==> src/rtl/chain_sel_pkg.sv <==
package chain_sel_pkg;
   typedef enum logic [1:0] {
      RK_PAGE  = 2'd0,
      RK_DSEL  = 2'd1,
      RK_NFREE = 2'd2,
      RK_RSVD  = 2'd3
   } rd_kind_e;
endpackage

==> src/rtl/chain_id_regs.sv <==
// Page-address and select-value storage; only hardware reset clears them.
module chain_id_regs #(
   parameter int ADDR_W = 16
) (
   input  logic              clk,
   input  logic              rst_n,
   input  logic              pa_wr,
   input  logic              ds_wr,
   input  logic [ADDR_W-1:0] wr_val,
   output logic [ADDR_W-1:0] pa_q,
   output logic [ADDR_W-1:0] ds_q
);
   localparam logic [ADDR_W-1:0] BCAST = '1;

   logic pa_take;
   assign pa_take = pa_wr && (wr_val != BCAST);

   always_ff @(posedge clk or negedge rst_n) begin
      if (!rst_n) begin
         pa_q <= '0;
         ds_q <= '0;
      end else begin
         if (pa_take) pa_q <= wr_val;
         if (ds_wr)   ds_q <= wr_val;
      end
   end
endmodule

==> src/rtl/chain_match.sv <==
// Compares the stored select value against the page address.
module chain_match #(
   parameter int ADDR_W = 16
) (
   input  logic [ADDR_W-1:0] pa_q,
   input  logic [ADDR_W-1:0] ds_q,
   output logic              hit,
   output logic              bcast
);
   assign hit   = (ds_q == pa_q);
   assign bcast = &ds_q;
endmodule

==> src/rtl/chain_read_port.sv <==
// Registered readback: picks the word and decides whether this device drives.
module chain_read_port
   import chain_sel_pkg::*;
#(
   parameter int ADDR_W    = 16,
   parameter bit IDLE_ZERO = 1'b1,
   localparam int DATA_W   = 2 * ADDR_W
) (
   input  logic              clk,
   input  logic              rst_n,
   input  logic              soft_rst,
   input  logic              rd_req,
   input  rd_kind_e          kind,
   input  logic              hit,
   input  logic              en_cmp,
   input  logic              up_full_n,
   input  logic              loc_full_n,
   input  logic [ADDR_W-1:0] pa_q,
   input  logic [ADDR_W-1:0] ds_q,
   input  logic [ADDR_W-1:0] nf_val,
   input  logic [ADDR_W-1:0] status_hi,
   output logic              rd_drive,
   output logic [DATA_W-1:0] rd_data
);
   logic              go;
   logic [DATA_W-1:0] word;
   logic              accept;

   always_comb begin
      go   = 1'b0;
      word = '0;
      unique case (kind)
         RK_PAGE: begin
            go   = hit;
            word = {{ADDR_W{1'b0}}, pa_q};
         end
         RK_DSEL: begin
            go   = hit;
            word = {status_hi, ds_q};
         end
         RK_NFREE: begin
            go   = en_cmp ? hit : (!up_full_n && loc_full_n);
            word = {status_hi, nf_val};
         end
         default: begin
            go   = 1'b0;
            word = '0;
         end
      endcase
   end

   assign accept = rd_req && go && !soft_rst;

   always_ff @(posedge clk or negedge rst_n) begin
      if (!rst_n) rd_drive <= 1'b0;
      else        rd_drive <= accept;
   end

   generate
      if (IDLE_ZERO) begin : g_idle_zero
         always_ff @(posedge clk or negedge rst_n) begin
            if (!rst_n)      rd_data <= '0;
            else if (accept) rd_data <= word;
            else             rd_data <= '0;
         end
      end else begin : g_idle_hold
         always_ff @(posedge clk or negedge rst_n) begin
            if (!rst_n)        rd_data <= '0;
            else if (soft_rst) rd_data <= '0;
            else if (accept)   rd_data <= word;
         end
      end
   endgenerate
endmodule

==> src/rtl/chain_dev_select.sv <==
module chain_dev_select
   import chain_sel_pkg::*;
#(
   parameter int ADDR_W    = 16,
   parameter bit IDLE_ZERO = 1'b1,
   localparam int DATA_W   = 2 * ADDR_W
) (
   input  logic              clk,
   input  logic              rst_n,
   input  logic              soft_rst,
   input  logic              pa_wr,
   input  logic              ds_wr,
   input  logic [ADDR_W-1:0] wr_val,
   input  logic              rd_req,
   input  logic [1:0]        rd_kind,
   input  logic [ADDR_W-1:0] status_hi,
   input  logic [ADDR_W-1:0] nf_val,
   input  logic              en_cmp,
   input  logic              up_full_n,
   input  logic              loc_full_n,
   output logic              selected,
   output logic              rd_drive,
   output logic [DATA_W-1:0] rd_data
);
   generate
      if (ADDR_W < 2) begin : g_bad_width
         $error("chain_dev_select: ADDR_W must be at least 2");
      end
   endgenerate

   logic [ADDR_W-1:0] pa_q;
   logic [ADDR_W-1:0] ds_q;
   logic              hit;
   logic              bcast;
   rd_kind_e          kind;

   assign kind     = rd_kind_e'(rd_kind);
   assign selected = hit || bcast;

   chain_id_regs #(.ADDR_W(ADDR_W)) u_regs (
      .clk    (clk),
      .rst_n  (rst_n),
      .pa_wr  (pa_wr),
      .ds_wr  (ds_wr),
      .wr_val (wr_val),
      .pa_q   (pa_q),
      .ds_q   (ds_q)
   );

   chain_match #(.ADDR_W(ADDR_W)) u_match (
      .pa_q  (pa_q),
      .ds_q  (ds_q),
      .hit   (hit),
      .bcast (bcast)
   );

   chain_read_port #(.ADDR_W(ADDR_W), .IDLE_ZERO(IDLE_ZERO)) u_rd (
      .clk        (clk),
      .rst_n      (rst_n),
      .soft_rst   (soft_rst),
      .rd_req     (rd_req),
      .kind       (kind),
      .hit        (hit),
      .en_cmp     (en_cmp),
      .up_full_n  (up_full_n),
      .loc_full_n (loc_full_n),
      .pa_q       (pa_q),
      .ds_q       (ds_q),
      .nf_val     (nf_val),
      .status_hi  (status_hi),
      .rd_drive   (rd_drive),
      .rd_data    (rd_data)
   );
endmodule

==> config.mk <==
export PLATFORM = sky130hd
export DESIGN_NAME = chain_dev_select
export DESIGN_NICKNAME = d
export VERILOG_FILES = /design/src/rtl/chain_sel_pkg.sv /design/src/rtl/chain_id_regs.sv /design/src/rtl/chain_match.sv /design/src/rtl/chain_read_port.sv /design/src/rtl/chain_dev_select.sv
export SDC_FILE = /design/constraint.sdc
export NUM_CORES = 1
export LEC_CHECK = 0
export BUFFER_PORTS_ARGS = -buffer_cell sky130_fd_sc_hd__buf_2
export CAP_MARGIN = 40
export CORE_ASPECT_RATIO = 0.75
export CORE_MARGIN = 5
export CORE_UTILIZATION = 30
export DETAILED_ROUTE_END_ITERATION = 6
export GPL_ROUTABILITY_DRIVEN = 0
export GPL_TIMING_DRIVEN = 0
export SYNTH_ARGS = -nofsm -noshare
export SYNTH_HDL_FRONTEND = slang
export SYNTH_HIERARCHICAL = 1
export SYNTH_SLANG_ARGS = --single-unit
==> constraint.sdc <==
create_clock -name clk -period 2.05 [get_ports clk]
set_input_delay 0.5125 -clock clk [delete_from_list [all_inputs] [get_ports clk]]
set_output_delay 0.5125 -clock clk [all_outputs]
set_load 0.02 [all_outputs]
==> results.yml <==
grt:
  grt_pass1_wl_um: 12600
  antenna_found_initial: 0
  grt-ovfl-total: 0
  grt_pass1_vias: 2307
  grt_max_degree: 35
  grt_usage_pct: 13.2
critical_path:
  crit_family: "simple AND/OR/NAND/NOR gates"
  critPathMaxFanout: 2
  critPathRequiredTime_ns: 1.54
  critPathKind: "flip-flop to primary output"
  crit_cells: 5
  r2r-end: "u_rd/rd_data[23]$_DFF_PN0_"
  regToRegSetupSlack_ns: -0.03
  crit_chain: "xnor2_1 -> nand4_1 -> nor4_4 -> or2_1 -> buf_6"
  reg2regPathDepth: 8
  endpoint_kind: "primary output"
  cpMaxStageDelayCell: "dfrtp_1"
  crit_buf_inv: 1
  cp_slowest_stage_delay_ns: 0.40
  crit_start: "u_regs/pa_q[9]$_DFFE_PN0P_"
  cp.arrival_ns: 1.72
  crit_end: "selected"
  reg2reg_from: "u_regs/pa_q[9]$_DFFE_PN0P_"
  worstSetupStartpointType: "flip-flop"
synthesis:
  synth_ff_type: "dfrtp_1"
  syn_area_um2: 3050
  yosys.area.top_type: "dfrtp_1"
  ys_top_cells_by_area: "dfrtp_1 53%, mux2_2 12%, nor3b_2 5.3%"
  netlist.area_leader.share_pct: 53.3
  synth_top_family_by_area: "multiplexers"
  synth_fa_ha_area_share_pct: 0
  synth_fp_nets: 277
  synth-simple-area-share_pct: 13.9
  synth_edf_count: 0
  async_flop_share_pct: 100
  syn_area_per_cell_um2: 14.0
  synth_compound_area_share_pct: 7.17
  yosysMostFrequentCell: "dfrtp_1"
  yosysWarnings: 6
  synth_cells: 218
  synth_commonest_cells: "65 x dfrtp_1, 32 x mux2_2"
  synth.area.mux_share_pct: 17.0
  ys_seq_elements: 65
  synth_cell_type_count: 27
  synth-xor-area-share_pct: 4.59
  yosysSeqAreaShare_pct: 53.3
clock_tree:
  clk_pin_slew_ns: 0.06
  clkSinkCount: 65
  root_buffer: "clkbuf_16"
  cts_hold_buf: 0
  cts_tree: "done"
  clock_latency_ns: 0.33
  cts_buffer_depth: 2
  cts_htree_levels: 3
  cts_buffers: 9
route:
  via_per_inst: 4.61
  drt_iter0_markers: 91
  drc: 0
  wirelength_um: 8040
  vias: 2140
  drtPass1Iterations: 4
  drtAntennaViolNets: 0
  wire_per_inst_um: 17.3
cells_and_area:
  drive_gt1_share_pct: 57.2
  fin_cells: 464
  syn2layout_area_growth_pct: 36.8
  layout.nets: 386
  antennaDiodeCount: 0
  n_fill_cell: 925
power:
  p_int_mw: 2.72
  power_frac_clock_pct: 47.8
  p_comb_share_pct: 12.3
  leakage_nw: 1.95
  peakVddDrop_mv: 0.474
  power_frac_seq_pct: 39.9
  power_mw: 3.56
  p_per_area_nw_per_um2: 853
  p_sw_share_pct: 23.5
  p_sw_mw: 0.839
floorplan:
  die_area_um2: 12300
  die-height_um: 97.4
  initial_core_util_pct: 31.1
  coreArea_um2: 9810
  io_pins: 93
  rows: 31
  fp.dieW_um: 126
timing:
  clock.fmax_ghz: 0.449
  rsz0062_at_grt: "true"
  slew-limit-headroom_pct: 51.4
  final-hold-violation-count: 0
  final_max_slew_viol_count: 0
  fin_skew_ns: 0.00862
  setup_ws_ns: -0.178
  finalCritPeriodShare_pct: 109
  layout_min_cycle_time_ns: 2.23
  finalSetupViolations: 11
  worst_pin_slew_ns: 0.726
run_status:
  status: "finished with violations"
  violations: "setup timing"
min_path:
  hold_class: "input port to async pin"
placed_design:
  place.port_buffers: 90
  dp_hpwl_um: 6140
  dpl.cell_count: 441
flow_run:
  maxCapViolations: 0
## power by group through the flow
stage	Sequential, mW	Combinational [mW]	Clock, mW
floorplan	1.43	0.263	0
global placement	1.44	0.398	0
detailed placement	1.45	0.410	0
CTS	1.42	0.426	1.74
global route	1.43	0.475	1.79
finish	1.42	0.438	1.70
## area by class of cell
type                            instances  area, um2  area share [%]
Tap cell                              132        165            3.95
Inverter                                1       3.75          0.0899
Clock inverter                          5       85.1            2.04
Buffer                                 14        129            3.09
Sequential cell                        65       1630            38.9
Multi-Input combinational cell        138       1390            33.2
Timing Repair Buffer                   98        529            12.7
Clock buffer                           11        253            6.05
## sequential cells by signal, summed over array words and instances (netlist names)
name	count
u_rd/rd_data	32
u_rd/rd_drive	1
u_regs/ds_q	16
u_regs/pa_q	16
## worst min-delay path by stage
stage,depth (start not counted),end
after detailed placement,1,u_regs/pa_q[15]$_DFFE_PN0P_
after global routing,1,u_rd/rd_data[12]$_DFF_PN0_
final,1,u_rd/rd_data[12]$_DFF_PN0_
after CTS,1,u_rd/rd_data[12]$_DFF_PN0_
after floorplan,0,u_rd/rd_data[0]$_DFF_PN0_
after global placement,1,u_regs/pa_q[9]$_DFFE_PN0P_
## placed cells by master, fill, tap and decap left out, types with 12 or more instances in the layout
| master | n |
|---|---|
| buf_2 | 90 |
| dfrtp_1 | 65 |
| mux2_2 | 32 |
| mux2i_1 | 16 |
| a2bb2oi_1 | 16 |
| xnor2_1 | 15 |
| nor3b_2 | 15 |
| nand4_1 | 12 |
## per-stage QoR
| stage | hold WS (ns) | TNS (ns) | utilization, % | worst slack (ns) | instance area [um2] |
|---|---|---|---|---|---|
| CTS | 0.249 | -0.174 | 41.5 | -0.174 | 4070 |
| global route | 0.302 | -1.69 | 42.6 | -0.256 | 4180 |
| detailed placement | 0.547 | -9.90 | 37.6 | -0.307 | 3690 |
| finish | 0.233 | -0.396 | 42.6 | -0.178 | 4180 |
| floorplan | 0.217 | 0 | - | 0.205 | 3050 |
| global placement | 0.537 | -8.78 | 37.4 | -0.280 | 3670 |
## metal layers
metal	vias to the layer above	routed length [um]	track usage, %
met5	-	0	0
met4	0	66	3.71
met3	5	768	5.22
met2	79	3520	19.8
met1	1028	3690	17.8
li1	1028	-	-
## logic make-up (layout without fill, tap and decap cells)
family          after synthesis  after routing
compound gates               20             20
xor+xnor                     16             16
buf+inv                      15            129
flops                        65             65
mux                          48             48
simple gates                 54             54
## timing repair
action,4_1_cts,5_1_grt
gates cloned,0,0
pin swaps,5,3
resized for setup,5,15
setup buffers,3,4
setup endpoints to repair,34,33
hold endpoints to repair,0,0
Power figures use the tool's default switching activity.
